### src/rtl/pterm_pkg.sv
package pterm_pkg;
  localparam int DEF_INPUTS        = 16;
  localparam int DEF_OUTPUTS       = 8;
  localparam int DEF_TERMS_PER_OUT = 8;

  // Strobes from the control stage to the datapath
  typedef struct packed {
    logic shift;
    logic dataBit;
  } ctrlStrobe_t;
endpackage

### src/rtl/pterm_ctrl.sv
module pterm_ctrl
  import pterm_pkg::*;
(
  input  logic        clk,
  input  logic        rstN,
  input  logic        shiftEn,
  input  logic        shiftData,
  output ctrlStrobe_t strobe
);

  // Register the serial interface once so that the wide shift register
  // sees clean, edge-aligned strobes.
  always_ff @(posedge clk or negedge rstN) begin
    if (!rstN) begin
      strobe <= '0;
    end else begin
      strobe.shift   <= shiftEn;
      strobe.dataBit <= shiftData;
    end
  end

  AST_SAMPLE_LATENCY: assert property (@(posedge clk) disable iff (!rstN)
    shiftEn |=> strobe.shift);

endmodule

### src/rtl/pterm_datapath.sv
module pterm_datapath
  import pterm_pkg::*;
#(
  parameter int NUM_INPUTS    = DEF_INPUTS,
  parameter int NUM_OUTPUTS   = DEF_OUTPUTS,
  parameter int TERMS_PER_OUT = DEF_TERMS_PER_OUT,
  localparam int NUM_COLS     = 2 * NUM_INPUTS,
  localparam int NUM_TERMS    = NUM_OUTPUTS * TERMS_PER_OUT,
  localparam int CFG_BITS     = NUM_TERMS * NUM_COLS
)(
  input  logic                 clk,
  input  logic                 rstN,
  input  ctrlStrobe_t          strobe,
  input  logic [NUM_INPUTS-1:0] arrayIn,
  output logic [NUM_TERMS-1:0]  termOut,
  output logic [NUM_OUTPUTS-1:0] sumOut
);

  logic [CFG_BITS-1:0] cfg;
  logic [NUM_COLS-1:0] cols;

  // Serial configuration store; first bit shifted ends at the top index
  always_ff @(posedge clk or negedge rstN) begin
    if (!rstN) begin
      cfg <= '0;
    end else if (strobe.shift) begin
      cfg <= {cfg[CFG_BITS-2:0], strobe.dataBit};
    end
  end

  // True / inverted column pairs
  for (genvar i = 0; i < NUM_INPUTS; i++) begin : g_cols
    assign cols[2*i]   = arrayIn[i];
    assign cols[2*i+1] = ~arrayIn[i];
  end

  // Programmable AND plane
  for (genvar r = 0; r < NUM_TERMS; r++) begin : g_row
    logic [NUM_COLS-1:0]   rowBits;
    logic [NUM_INPUTS-1:0] bothPol;
    assign rowBits    = cfg[r*NUM_COLS +: NUM_COLS];
    assign termOut[r] = &(~rowBits | cols);

    for (genvar i = 0; i < NUM_INPUTS; i++) begin : g_pol
      assign bothPol[i] = rowBits[2*i] & rowBits[2*i+1];
    end

    AST_EMPTY_HIGH: assert property (@(posedge clk) disable iff (!rstN)
      (rowBits == '0) |-> termOut[r]);
    AST_CONFLICT_LOW: assert property (@(posedge clk) disable iff (!rstN)
      (|bothPol) |-> !termOut[r]);
  end

  // Fixed OR plane
  for (genvar g = 0; g < NUM_OUTPUTS; g++) begin : g_grp
    assign sumOut[g] = |termOut[g*TERMS_PER_OUT +: TERMS_PER_OUT];

    AST_GROUP_SUM: assert property (@(posedge clk) disable iff (!rstN)
      ($countones(termOut[g*TERMS_PER_OUT +: TERMS_PER_OUT]) == 0) |-> !sumOut[g]);
  end

  AST_HOLD_IDLE: assert property (@(posedge clk) disable iff (!rstN)
    !strobe.shift |=> $stable(cfg));
  AST_SHIFT_ENTRY: assert property (@(posedge clk) disable iff (!rstN)
    strobe.shift |=> (cfg[0] == $past(strobe.dataBit)));
  AST_RESET_EMPTY: assert property (@(posedge clk) disable iff (!rstN)
    $rose(rstN) |-> (&termOut));

endmodule

### src/rtl/pterm_array.sv
module pterm_array
  import pterm_pkg::*;
#(
  parameter int NUM_INPUTS    = DEF_INPUTS,
  parameter int NUM_OUTPUTS   = DEF_OUTPUTS,
  parameter int TERMS_PER_OUT = DEF_TERMS_PER_OUT,
  localparam int NUM_TERMS    = NUM_OUTPUTS * TERMS_PER_OUT
)(
  input  logic                   clk,
  input  logic                   rstN,
  input  logic                   shiftEn,
  input  logic                   shiftData,
  input  logic [NUM_INPUTS-1:0]  arrayIn,
  output logic [NUM_TERMS-1:0]   termOut,
  output logic [NUM_OUTPUTS-1:0] sumOut
);

  ctrlStrobe_t strobe;

  pterm_ctrl i_ctrl (
    .clk       (clk),
    .rstN      (rstN),
    .shiftEn   (shiftEn),
    .shiftData (shiftData),
    .strobe    (strobe)
  );

  pterm_datapath #(
    .NUM_INPUTS    (NUM_INPUTS),
    .NUM_OUTPUTS   (NUM_OUTPUTS),
    .TERMS_PER_OUT (TERMS_PER_OUT)
  ) i_datapath (
    .clk     (clk),
    .rstN    (rstN),
    .strobe  (strobe),
    .arrayIn (arrayIn),
    .termOut (termOut),
    .sumOut  (sumOut)
  );

endmodule

### config.mk
export PLATFORM = sky130hd
export DESIGN_NAME = pterm_array
export DESIGN_NICKNAME = d
export VERILOG_FILES = /design/src/rtl/pterm_pkg.sv /design/src/rtl/pterm_ctrl.sv /design/src/rtl/pterm_datapath.sv /design/src/rtl/pterm_array.sv
export SDC_FILE = /design/constraint.sdc
export NUM_CORES = 2
export LEC_CHECK = 0
export BUFFER_PORTS_ARGS = -buffer_cell sky130_fd_sc_hd__buf_2
export CORE_ASPECT_RATIO = 2
export CORE_MARGIN = 2
export CORE_UTILIZATION = 63
export DETAILED_ROUTE_END_ITERATION = 12
export GPL_TIMING_DRIVEN = 0
export PLACE_DENSITY_LB_ADDON = 0.25
export SLEW_MARGIN = 20
export SYNTH_ARGS = -nofsm -noshare
export SYNTH_HDL_FRONTEND = slang
export SYNTH_SLANG_ARGS = --single-unit
### constraint.sdc
create_clock -name clk -period 3.88 [get_ports clk]
set_clock_uncertainty 0.15 [all_clocks]
set_input_delay 0.194 -clock clk [delete_from_list [all_inputs] [get_ports clk]]
set_output_delay 0.194 -clock clk [all_outputs]
set_load 0.03 [all_outputs]
==> results <==
- The analysis attributes to cell leakage a power of between 50 and 60 nW.
- The count of nets after finishing is between 6k and 7k.
- The floorplan has 195 rows.
- The area enclosed by the die boundary is approximately 0.14 mm².
- In this run the number of H-tree levels came out at 4.
- Following the worst setup path forward leads to its endpoint at sumOut[2].
- After detailed routing, the number of remaining DRC violations is 0.
- The number of global-route vias before repair was between 50k and 60k.
- The setup slack of the most critical reg-to-reg path is ~1000 ps.
- The post-layout minimum cycle time is approximately 3700 ps.
- For this run, the number of Yosys warnings is 0.
- The number of buffer cells added on primary ports is 75.
- The synthesized net count is 5826.
- Along the worst path, the maximum fanout reaches 3.
- Among all cell types in the netlist, the one instantiated most often is sky130_fd_sc_hd__dfrtp_1.
- The core box area is between 0.1 and 0.15 mm².
- The count of nets left with antenna violations once routing finished came out at 0.
- Once layout is complete, the cells apart from fillers number between 8k and 9k.
- The first-pass iteration count of the detailed router is 5.
- Entering global routing, the biggest net connects 147 pins.
- The type of the tightest min-delay check is flip-flop to flip-flop.
- The routed design has between 200000 and 250000 µm of wire.
- Data on the critical path is required at its endpoint by ~3500 ps.
- The worst IR drop on VDD is about 0.45 mV.
- The clock passes through at most 4 buffers.
- Summing all non-filler instances in the final layout gives an area of between 0.09 and 0.1 mm².
- For the worst setup path, the data arrival time is 3380 ps.
- For the pin with the worst max-slew slack, the measured transition is ~1300 ps.
- Total power for the finished layout comes to 42.4 mW.
- The DRC marker count from the first detailed-route iteration is 3237.
- The worst register-to-register path has a depth of 5.
- The flow ran to the end, and the final reports show no timing, DRC or antenna violations.
- The critical path capture point type is an output port.
- The final count of negative-setup-slack endpoints is 0.
- At the placement stage, the worst setup path has a slack of -348 ps.
- The final core area utilization is between 70% and 80%.
- The post-route netlist has a little under half of its cells at a drive strength greater than 1.
- The number of placed I/O pins is 92.
- The filler cell count in the final layout is between 9k and 10k.
- The worst flop-to-flop path endpoint is i_datapath.cfg[1186].
- The cell area after synthesis is roughly 0.09 mm².
- The post-synthesis register bit count is slightly above 2k.
- The number of vias after detailed routing is about 50k.
- Of the post-synthesis cell area, the dominant cell type holds around 58%.
- The worst register-to-register path begins at i_ctrl.strobe[1].
- The worst setup path is launched from a flip-flop.
- The proportion of register bits with asynchronous set or reset after synthesis is 100%.
- After detailed placement, the design holds a cell count of just under 8k.
- Compared with the post-synthesis result, the final layout area differs by 10.9%.
- In the routed layout, each cell is associated on average with a via count of between 6 and 7.
- By startpoint and endpoint, the worst setup path is classified as flip-flop to output port.
- The number of pins exceeding their max-slew limit in the final report was 0.
- After global routing the overflow that remains totals 0.
- The final critical-path share of the clock period is between 90% and 100%.
- The most frequently used flop master after synthesis is sky130_fd_sc_hd__dfrtp_1.
- On the final layout, the worst hold slack is approximately 360 ps.
- The sequential cell area fraction in the yosys report is ~58%.
- The largest area contributor in the netlist is sky130_fd_sc_hd__dfrtp_1.
- The library cell used as clock root buffer is sky130_fd_sc_hd__clkbuf_16.
- For this run, the top clock speed supported by timing is between 200 and 300 MHz.
- A synthesized cell averages 15.4 µm².
- The count of final hold-check violations came to 0.
- The number of distinct library cells after synthesis is 11.
- Setup repair after global routing left no endpoint under its margin.
- Post-CTS repair changed the size of 0 cells.
- The clock network latency to the later pin of the worst-skew pair is between 800 and 900 ps.
- After synthesis, the most frequently instantiated cells are sky130_fd_sc_hd__dfrtp_1, sky130_fd_sc_hd__mux2_2, sky130_fd_sc_hd__mux2i_1.
- Adding up every negative setup slack in the final design gives 0 ps.
- By area the synthesized netlist is led by sky130_fd_sc_hd__dfrtp_1, sky130_fd_sc_hd__mux2_2, sky130_fd_sc_hd__mux2i_1.
- The final weighted congestion of routability-driven global placement is about 0.86.
- The effective utilization at floorplan is 63.3%.
- In the global route stage, overall resource usage came out at a little under a third.
- The relative slew slack is between 10 and 15%.
- The number of clock buffers inserted by TritonCTS is 180.
- In this run the cell area measured after placement is 0.0926 mm².
- Setup slack on the critical path of the routed design comes to 160 ps.
- The number of synthesized flops with an enable pin is 0.
- The max-capacitance violation count is 0.
- Synthesis produced a netlist whose cell count is between 5k and 6k.
- TritonCTS built the clock tree.
- Dividing total power by cell area gives a power density of ~430 mW/mm².
- The routed length per placed instance is approximately 27 µm.
- The worst setup path startpoint is i_datapath.cfg[626].
- The detailed placement HPWL is roughly 150000 µm.
- The initial antenna violation count is 17.
- The number of sinks on the clock net is between 2k and 2.5k.
- The clock transition time at the flip-flop clock pins of the worst setup and hold paths is around 70 ps.
- The first-pass GRT wire length is between 300000 and 400000 µm.
- The die height is 536 µm.
- The chip width is around 270 µm.
==> sequential cells by signal, summed over array words and instances (netlist names) <==
name            count
i_ctrl.strobe       2
i_datapath.cfg   2048
==> what timing repair did <==
item                                    4_1_cts  5_1_grt
endpoints found under the setup margin        0      117
setup buffers                                 0        0
hold endpoints to repair                    174        0
hold buffers                                 14        0
==> power breakdown <==
part	internal, mW	switching (mW)
Sequential	21.5	0.102
Clock	10.4	7.93
Combinational	0.853	1.58
==> layer usage <==
metal  GRT usage, %  vias to the layer above  share of wire (%)  wire length, µm
met1           35.7                    26700                 37            81900
li1               -                    21900                  -                -
met2           54.5                     1021                 52           114000
met4           18.3                        4                6.9            15300
met3           3.97                      493                4.2             9160
met5              0                        -              0.013               29
==> cell usage in the layout (no fill, tap or decap), drive strengths merged <==
| master | n |
|---|---|
| dfrtp | 2050 |
| bufinv | 15 |
| mux2 | 2048 |
| clkinv | 32 |
| diode | 4 |
| nand2 | 8 |
| buf | 443 |
| nor4 | 80 |
| nand4 | 256 |
| inv | 4 |
| dlygate4sd3 | 6 |
| mux2i | 1024 |
| clkinvlp | 6 |
| clkbuf | 268 |
==> critical path, cell delays in order (launching register included) <==
cell	delay [ps]
sky130_fd_sc_hd__dfrtp_1	400
sky130_fd_sc_hd__mux2i_1	190
sky130_fd_sc_hd__nand4_1	170
sky130_fd_sc_hd__nor4_2	1130
sky130_fd_sc_hd__nor4_1	330
sky130_fd_sc_hd__nand2_1	130
sky130_fd_sc_hd__buf_2	200
==> worst min-delay path by stage <==
stage	from	endpoint	slack (ps)	cells after the start
2_1_floorplan	rstN	i_ctrl.strobe[0]	-250	0
3_5_place_dp	rstN	i_datapath.cfg[1743]	-40	1
3_3_place_gp	shiftEn	i_ctrl.strobe[1]	150	1
5_1_grt	i_datapath.cfg[1377]	i_datapath.cfg[1378]	370	1
4_1_cts	rstN	i_datapath.cfg[1104]	340	8
6_report	i_datapath.cfg[2021]	i_datapath.cfg[2022]	360	1
==> cell type report <==
type	count	area, µm²	area share [%]
clock inverter	57	691	0.699
antenna	4	10.0	0.0101
timing repair buffer	115	1250	1.27
tap	1871	2340	2.37
sequential	2050	51300	51.9
clock buffer	262	5260	5.32
buffer	340	2050	2.07
multi-input combinational	3416	36000	36.4
==> kinds of logic (layout without fill, tap and decap cells) <==
kind of cell | Yosys count | in the layout | share of synthesized area, %
buffers and inverters | 340 | 774 | 2.29
DFF | 2050 | 2050 | 57.5
muxes | 3072 | 3072 | 37.4
other | 0 | 4 | 0
and+or+nand+nor | 344 | 344 | 2.82
(Power assumes the default switching activity.)
